File: src/rtl/dram_tst_pkg.sv
package dram_tst_pkg;

   typedef enum logic [3:0] {
      PH_IDLE,
      PH_ROW,
      PH_ASU,
      PH_COL,
      PH_CBR_CAS,
      PH_CBR_HOLD,
      PH_CBR_CP,
      PH_CBR_RD,
      PH_CBR_GAP,
      PH_CBR_WR,
      PH_PRE,
      PH_DONE
   } phase_t;

   typedef enum logic [1:0] {
      PASS_INIT = 2'd0,
      PASS_BG   = 2'd1,
      PASS_CNT  = 2'd2,
      PASS_VER  = 2'd3
   } pass_t;

endpackage

File: src/rtl/dram_tst_strobe.sv
module dram_tst_strobe
   import dram_tst_pkg::*;
#(
   parameter int ROW_W    = 12,
   parameter int DATA_W   = 16,
   parameter int TEST_COL = 0
) (
   input  phase_t            phase,
   input  pass_t             pass_q,
   input  logic [ROW_W-1:0]  row_idx,
   input  logic              round_q,
   output logic              ras_n,
   output logic              cas_n,
   output logic              we_n,
   output logic              oe_n,
   output logic [ROW_W-1:0]  addr,
   output logic [DATA_W-1:0] dq_out,
   output logic              dq_oe
);

   localparam logic [ROW_W-1:0] COL_ADDR = ROW_W'(TEST_COL);

   logic bg_wr, ver_rd;
   assign bg_wr  = (pass_q == PASS_BG);
   assign ver_rd = (pass_q == PASS_VER);

   always_comb begin
      ras_n  = 1'b1;
      cas_n  = 1'b1;
      we_n   = 1'b1;
      oe_n   = 1'b1;
      dq_oe  = 1'b0;
      addr   = COL_ADDR;
      dq_out = {DATA_W{round_q}};
      case (phase)
         PH_ROW: begin
            ras_n = 1'b0;
            addr  = row_idx;
         end
         PH_ASU: begin
            ras_n = 1'b0;
            we_n  = !bg_wr;
            dq_oe = bg_wr;
         end
         PH_COL: begin
            ras_n = 1'b0;
            cas_n = 1'b0;
            we_n  = !bg_wr;
            dq_oe = bg_wr;
            oe_n  = !ver_rd;
         end
         PH_CBR_CAS:  cas_n = 1'b0;
         PH_CBR_HOLD: begin
            ras_n = 1'b0;
            cas_n = 1'b0;
         end
         PH_CBR_CP:   ras_n = 1'b0;
         PH_CBR_RD: begin
            ras_n = 1'b0;
            cas_n = 1'b0;
            oe_n  = 1'b0;
         end
         PH_CBR_GAP: begin
            ras_n = 1'b0;
            cas_n = 1'b0;
         end
         PH_CBR_WR: begin
            ras_n  = 1'b0;
            cas_n  = 1'b0;
            we_n   = 1'b0;
            dq_oe  = 1'b1;
            dq_out = {DATA_W{!round_q}};
         end
         default: ;
      endcase
   end

endmodule

File: config.mk
export PLATFORM = sky130hd
export DESIGN_NAME = dram_tst_strobe
export DESIGN_NICKNAME = d
export VERILOG_FILES = /design/src/rtl/dram_tst_pkg.sv /design/src/rtl/dram_tst_strobe.sv
export SDC_FILE = /design/constraint.sdc
export NUM_CORES = 1
export LEC_CHECK = 0
export ABC_AREA = 1
export BUFFER_PORTS_ARGS = -buffer_cell sky130_fd_sc_hd__buf_2
export CORE_AREA = 3 3 40 42
export DETAILED_ROUTE_END_ITERATION = 7
export DIE_AREA = 0 0 43 45
export GPL_TIMING_DRIVEN = 0
export PLACE_DENSITY = 0.83
export SYNTH_ARGS = -nofsm -noshare
export SYNTH_HDL_FRONTEND = slang
export SYNTH_SLANG_ARGS = --single-unit
File: constraint.sdc
create_clock -name vclk -period 1.8
set_input_delay 0.36 -clock vclk [all_inputs]
set_output_delay 0.36 -clock vclk [all_outputs]
set_load 0.005 [all_outputs]
==> summary.txt, run 1 <==
Worst setup path
  – Critical Path Start Type: primary input
  – Critical path class: in -> out
  – Crit path cell chain: buf_2, nor2_4, nand3_1, nand2_1, nand2_4, buf_4, buf_2
  – Slowest CP cell: buf_2
  – CP bufs+invs: 3
  – Worst endpoint required time: 1.44 ns
  – Worst EP arrival: 1.27 ns
  – Worst path most repeated cell: buf_2
  – Setup crit end kind: primary output
  – Critical path's top delay family: simple AND/OR/NAND/NOR gates
  – CP max stage delay: 0.15 ns
  – Maximum fanout along the worst path: 16

Detailed routing
  – DR iter-0 viols: 1
  – Vias per cell: 3.883
  – DRC: 0
  – Wire per inst: 7.781 um
  – Vias: 532
  – Drt pass-1 iters: 4
  – Final wirelength: 1.066 mm
  – ANT nets after route: 0

Yosys
  – Synth cell types: 12
  – Syn Area/Cell: 5.487 sq um
  – Cells after synthesis: 70
  – Syn Std Cell Area: 384.1 sq um
  – Mapped Nets: 89
  – Synth warn: 0
  – Seq/Total Area, Yosys: 0%

Layout
  – Clock buffer count: 0
  – Utilization after layout: 52.19%
  – Final #Nets: 143
  – Area grow syn2layout: 74.59%
  – Share of layout cells above drive strength 1: 66.39%
  – Non-Filler Instances: 137
  – Seq cells: 0
  – Ant diodes: 0
  – Fillcell total: 135
  – Sequential standard cell area: 0 sq um

Floorplanning
  – Initial Util: 29.89%
  – I/O Pins: 52
  – Core footprint: 1285 sq um
  – Die width: 43 um
  – Full die area: 1935 sq um
  – Row count: 13
  – Die Height: 45 um

GRT
  – Initial antenna violation count: 0
  – Via count of the first global-routing pass: 395
  – First-pass GRT wire length: 1.628 mm
  – Total GRT Usage: 9.950%
  – Total grt overflow: 0
  – Largest net degree at the start of global routing: 17

Pwr
  – Max VDD drop: 88.74 uV
  – Comb pwr share: 100.0%
  – P per Cell Area: 203.7 nW/um^2
  – P_leak: 0.0004775 uW
  – Net Switching: 59.96 uW
  – Pint: 76.64 uW
  – Sequential share of power: 0%
  – Switch share: 43.89%
  – Power, Total: 136.6 uW
  – Clk pwr share: 0%

STA
  – Crit share post-route: 90.44%
  – Slew headroom: 89.59%
  – RSZ-0062 raised after global routing: no
  – Final hold vios: 0
  – Max Clock Freq: 614.3 MHz
  – Worst-margin pin slew: 0.1560 ns
  – Count of pins over their slew limit: 0
  – Final hold slack: 1.000 ns
  – Finish-stage setup viols: 0
  – Period minus WS final: 1.628 ns
  – Setup TNS: 0 ns

Placed design
  – Number of I/O port buffers: 52
  – Dpl cells: 137
  – DP HPWL: 975 um
  – Routability cong.: 0.7158

Job
  – Max Cap Violations: 0

Min path
  – Min-Delay Path Class: in -> out

Clock network
  – Setup Buffers After CTS: 0

Run status
  – Outcome: complete, no violations
-- synthesized netlist by cell type --
library cell	instances	area [sq um]
o21a_1	1	7.510
nand3_2	1	10.01
buf_4	15	112.6
nand2_1	12	45.04
nor2_4	2	22.52
o21ai_0	1	5.000
nor2_1	4	15.01
nand4_1	2	12.51
inv_1	19	71.32
buf_6	1	11.26
nand3_1	3	15.01
nor2_2	9	56.30
-- worst min-delay path: stages --
cell	delay [ns]
buf_2	0.09
inv_1	0.04
nor2_1	0.03
buf_2	0.11
-- placed cells by master, fill, tap and decap left out --
| cell type | count |
|---|---|
| nand2_1 | 11 |
| nand2_4 | 1 |
| nand4_1 | 2 |
| inv_1 | 19 |
| o21a_1 | 1 |
| buf_4 | 15 |
| nand3_1 | 3 |
| nor2_4 | 2 |
| buf_6 | 1 |
| nand3_2 | 1 |
| o21ai_0 | 1 |
| nor2_1 | 4 |
| buf_2 | 52 |
| nor2_2 | 9 |
-- layout make-up --
class	count	area [sq um]	area share [%]
Multi-Input combinational cell	35	196.4	29.29
Tap cell	15	18.77	2.799
Inverter	19	71.32	10.63
Buffer	16	123.9	18.47
Timing Repair Buffer	52	260.3	38.81
-- cells by family after synthesis --
family / synth area share [%]
buffers and inverters: 50.82
AND/OR/NAND/NOR: 45.92
AO/OA/AOI/OAI: 3.257
-- metal layers --
metal / track usage, % / part of all wire, %
met2: 19.76 / 59
met4: 0 / 0
met3: 0 / 6.6
met1: 12.86 / 35
met5: 0 / 0
-- what timing repair did --
item	in CTS	in global routing
endpoints found under the hold margin	0	0
hold buffers	0	0
setup endpoints to repair	15	12
resized for setup	1	1
-- stage by stage --
step,instance area [sq um],worst slack (ns)
after detailed placement,663.1,-0.03525
after global routing,670.6,0.06760
after global placement,663.1,0.002651
final,670.6,0.1721
after floorplan,384.1,0.3439
after CTS,665.6,0.1086
-- power groups by stage --
stage          sequential [uW]  clock, uW  combinational, uW
5_1_grt                      0          0                153
6_report                     0          0                137
3_3_place_gp                 0          0                134
3_5_place_dp                 0          0                138
2_1_floorplan                0          0               73.6
4_1_cts                      0          0                138
-- path summary, 6_finish.rpt --
| path | startpoint | endpoint | slack [ns] | depth (start not counted) |
|---|---|---|---|---|
| setup / recovery | phase[1] | dq_out[12] | 0.17 | 7 |
| hold / removal | row_idx[11] | addr[11] | 1.00 | 4 |
(Power assumes the default switching activity.)
==> inputs of run 2 (changes only) <==
BUFFER_PORTS_ARGS = -buffer_cell sky130_fd_sc_hd__clkbuf_2   (was -buffer_cell sky130_fd_sc_hd__buf_2)
==> run 2 against run 1 <==
  * Core utilization did not move
  * Setup slack worse by 0.0044 ns
  * Worst hold slack lost 0.028 ns
  * Fmax down 0.27%
  * Count of clock-buffer cells in the layout unchanged
  * Combinational power about the same
  * Largest power group unchanged
  * Non-clock buffer count unchanged
  * Flip-flop and latch count did not move
  * Largest cell class unchanged
==> summary.txt, run 2 (synthesized netlist as in run 1, its figures left out) <==
Layout
  – Fillcell total: 130
  – Final instance area: 670.6 sq um
  – Seq cells: 0
  – Area grow syn2layout: 74.59%
  – Share of layout cells above drive strength 1: 66.39%
  – Commonest non-fill, non-tap cell in the layout: clkbuf_2
  – Clock buffer count: 0
  – Sequential standard cell area: 0 sq um
  – Footprint of the multi-input gates: 196.4 sq um
  – Final #Nets: 143
  – Most frequent cells in the layout: clkbuf_2 (52), inv_1 (19), buf_4 (15)
  – Ant diodes: 0

Pwr
  – P per Cell Area: 204.9 nW/um^2
  – Max VDD drop: 90.04 uV
  – P_leak: 0.0004764 uW

GRT
  – Largest net degree at the start of global routing: 17
  – Via count of the first global-routing pass: 393
  – Total grt overflow: 0
  – First-pass GRT wire length: 1.614 mm
  – Met1 Track Usage GR: 12.62%
  – Most Crowded Layer GR: met2
  – Total GRT Usage: 9.784%
  – Initial antenna violation count: 0
  – Met2 usage: 19.46%
  – GR Layer Usage met3: 0%

Detailed routing
  – Vias per cell: 3.737
  – Final wirelength: 1.040 mm
  – DRC: 0
  – Vias: 512
  – Drt pass-1 iters: 2
  – DR iter-0 viols: 2
  – Wire per inst: 7.591 um
  – ANT nets after route: 0

Floorplanning
  – Die Height: 45 um
  – Initial Util: 29.89%
  – Full die area: 1935 sq um
  – Row count: 13
  – Die width: 43 um
  – I/O Pins: 52
  – Core footprint: 1285 sq um

STA
  – Slew headroom: 89.21%
  – Final hold vios: 0
  – Setup TNS: 0 ns
  – Count of pins over their slew limit: 0
  – Period minus WS final: 1.632 ns
  – RSZ-0062 raised after global routing: no
  – Worst-margin pin slew: 0.1619 ns
  – Finish-stage setup viols: 0
  – Crit share post-route: 90.68%
  – Max Clock Freq: 612.6 MHz

Worst setup path
  – Crit path cell chain: clkbuf_2, nor2_4, nand3_1, nand2_1, nand2_4, buf_4, clkbuf_2
  – Worst path most repeated cell: clkbuf_2
  – CP max stage delay: 0.16 ns
  – Setup crit end kind: primary output
  – Critical Path Start Type: primary input
  – Slowest CP cell: nor2_4
  – Maximum fanout along the worst path: 16
  – Worst EP arrival: 1.27 ns
  – Worst endpoint required time: 1.44 ns
  – Critical Path Start: phase[1]
  – Critical path class: in -> out

Placed design
  – Routability cong.: 0.7182
  – DP HPWL: 975 um
  – Placed inst area: 663.1 sq um
  – Number of I/O port buffers: 52

Job
  – Max Cap Violations: 0

Min path
  – Min-Delay Path Class: in -> out
  – Hold Path Origin: row_idx[11]

Run status
  – Outcome: complete, no violations
-- run 2: changes by cell type in the layout (fill, tap and decap cells not counted), sizes merged --
| cell | delta |
|---|---|
| buf | -52 |
| clkbuf | +52 |
-- run 2: worst paths after layout --
check               endpoint  depth (start not counted)
setup / recovery  dq_out[12]                          7
hold / removal      addr[11]                          4
-- run 2: timing repair --
| item | in CTS | in global routing |
|---|---|---|
| hold buffers | 0 | 0 |
| gates resized for setup | 1 | 1 |
| setup buffers | 0 | 0 |
| gates cloned | 0 | 0 |
| setup endpoints to repair | 15 | 8 |
-- run 2: routing by layer --
metal	vias up	part of all wire [%]	wire, um
met4	0	0	0
li1	291	-	-
met2	16	57	591
met1	205	36	379
met5	-	0	0
met3	0	6.7	70
-- run 2: report_power, final --
group          leakage (uW)  switching [uW]  internal [uW]
clock network             0               0              0
registers                 0               0              0
logic              0.000476            60.8           76.6
-- run 2: per-stage QoR --
| step | instances | util, % | hold WS, ns | total power (uW) | worst slack, ns |
|---|---|---|---|---|---|
| detailed placement | 137 | 51.61 | 0.9770 | 138.4 | -0.04726 |
| global route | 137 | 52.19 | 0.9840 | 153.4 | 0.06539 |
| CTS | 137 | 51.80 | 0.9773 | 138.7 | 0.1048 |
| global placement | 137 | 51.61 | 0.9712 | 135.3 | 0.0006040 |
| finish | 137 | 52.19 | 0.9722 | 137.4 | 0.1677 |
| floorplan | 70 | - | 0.7907 | 73.58 | 0.3439 |
-- run 2: layout make-up --
type                       instances  share of cell area (%)
timing repair buffer              52                   38.81
tap                               15                   2.799
buffer                            16                   18.47
multi-input combinational         35                   29.29
inverter                          19                   10.63
-- run 2: worst max-delay path, delay by kind of cell --
| family | cells | cell delay, ns |
|---|---|---|
| buffers and inverters | 3 | 0.40 |
| AND/OR/NAND/NOR | 4 | 0.51 |
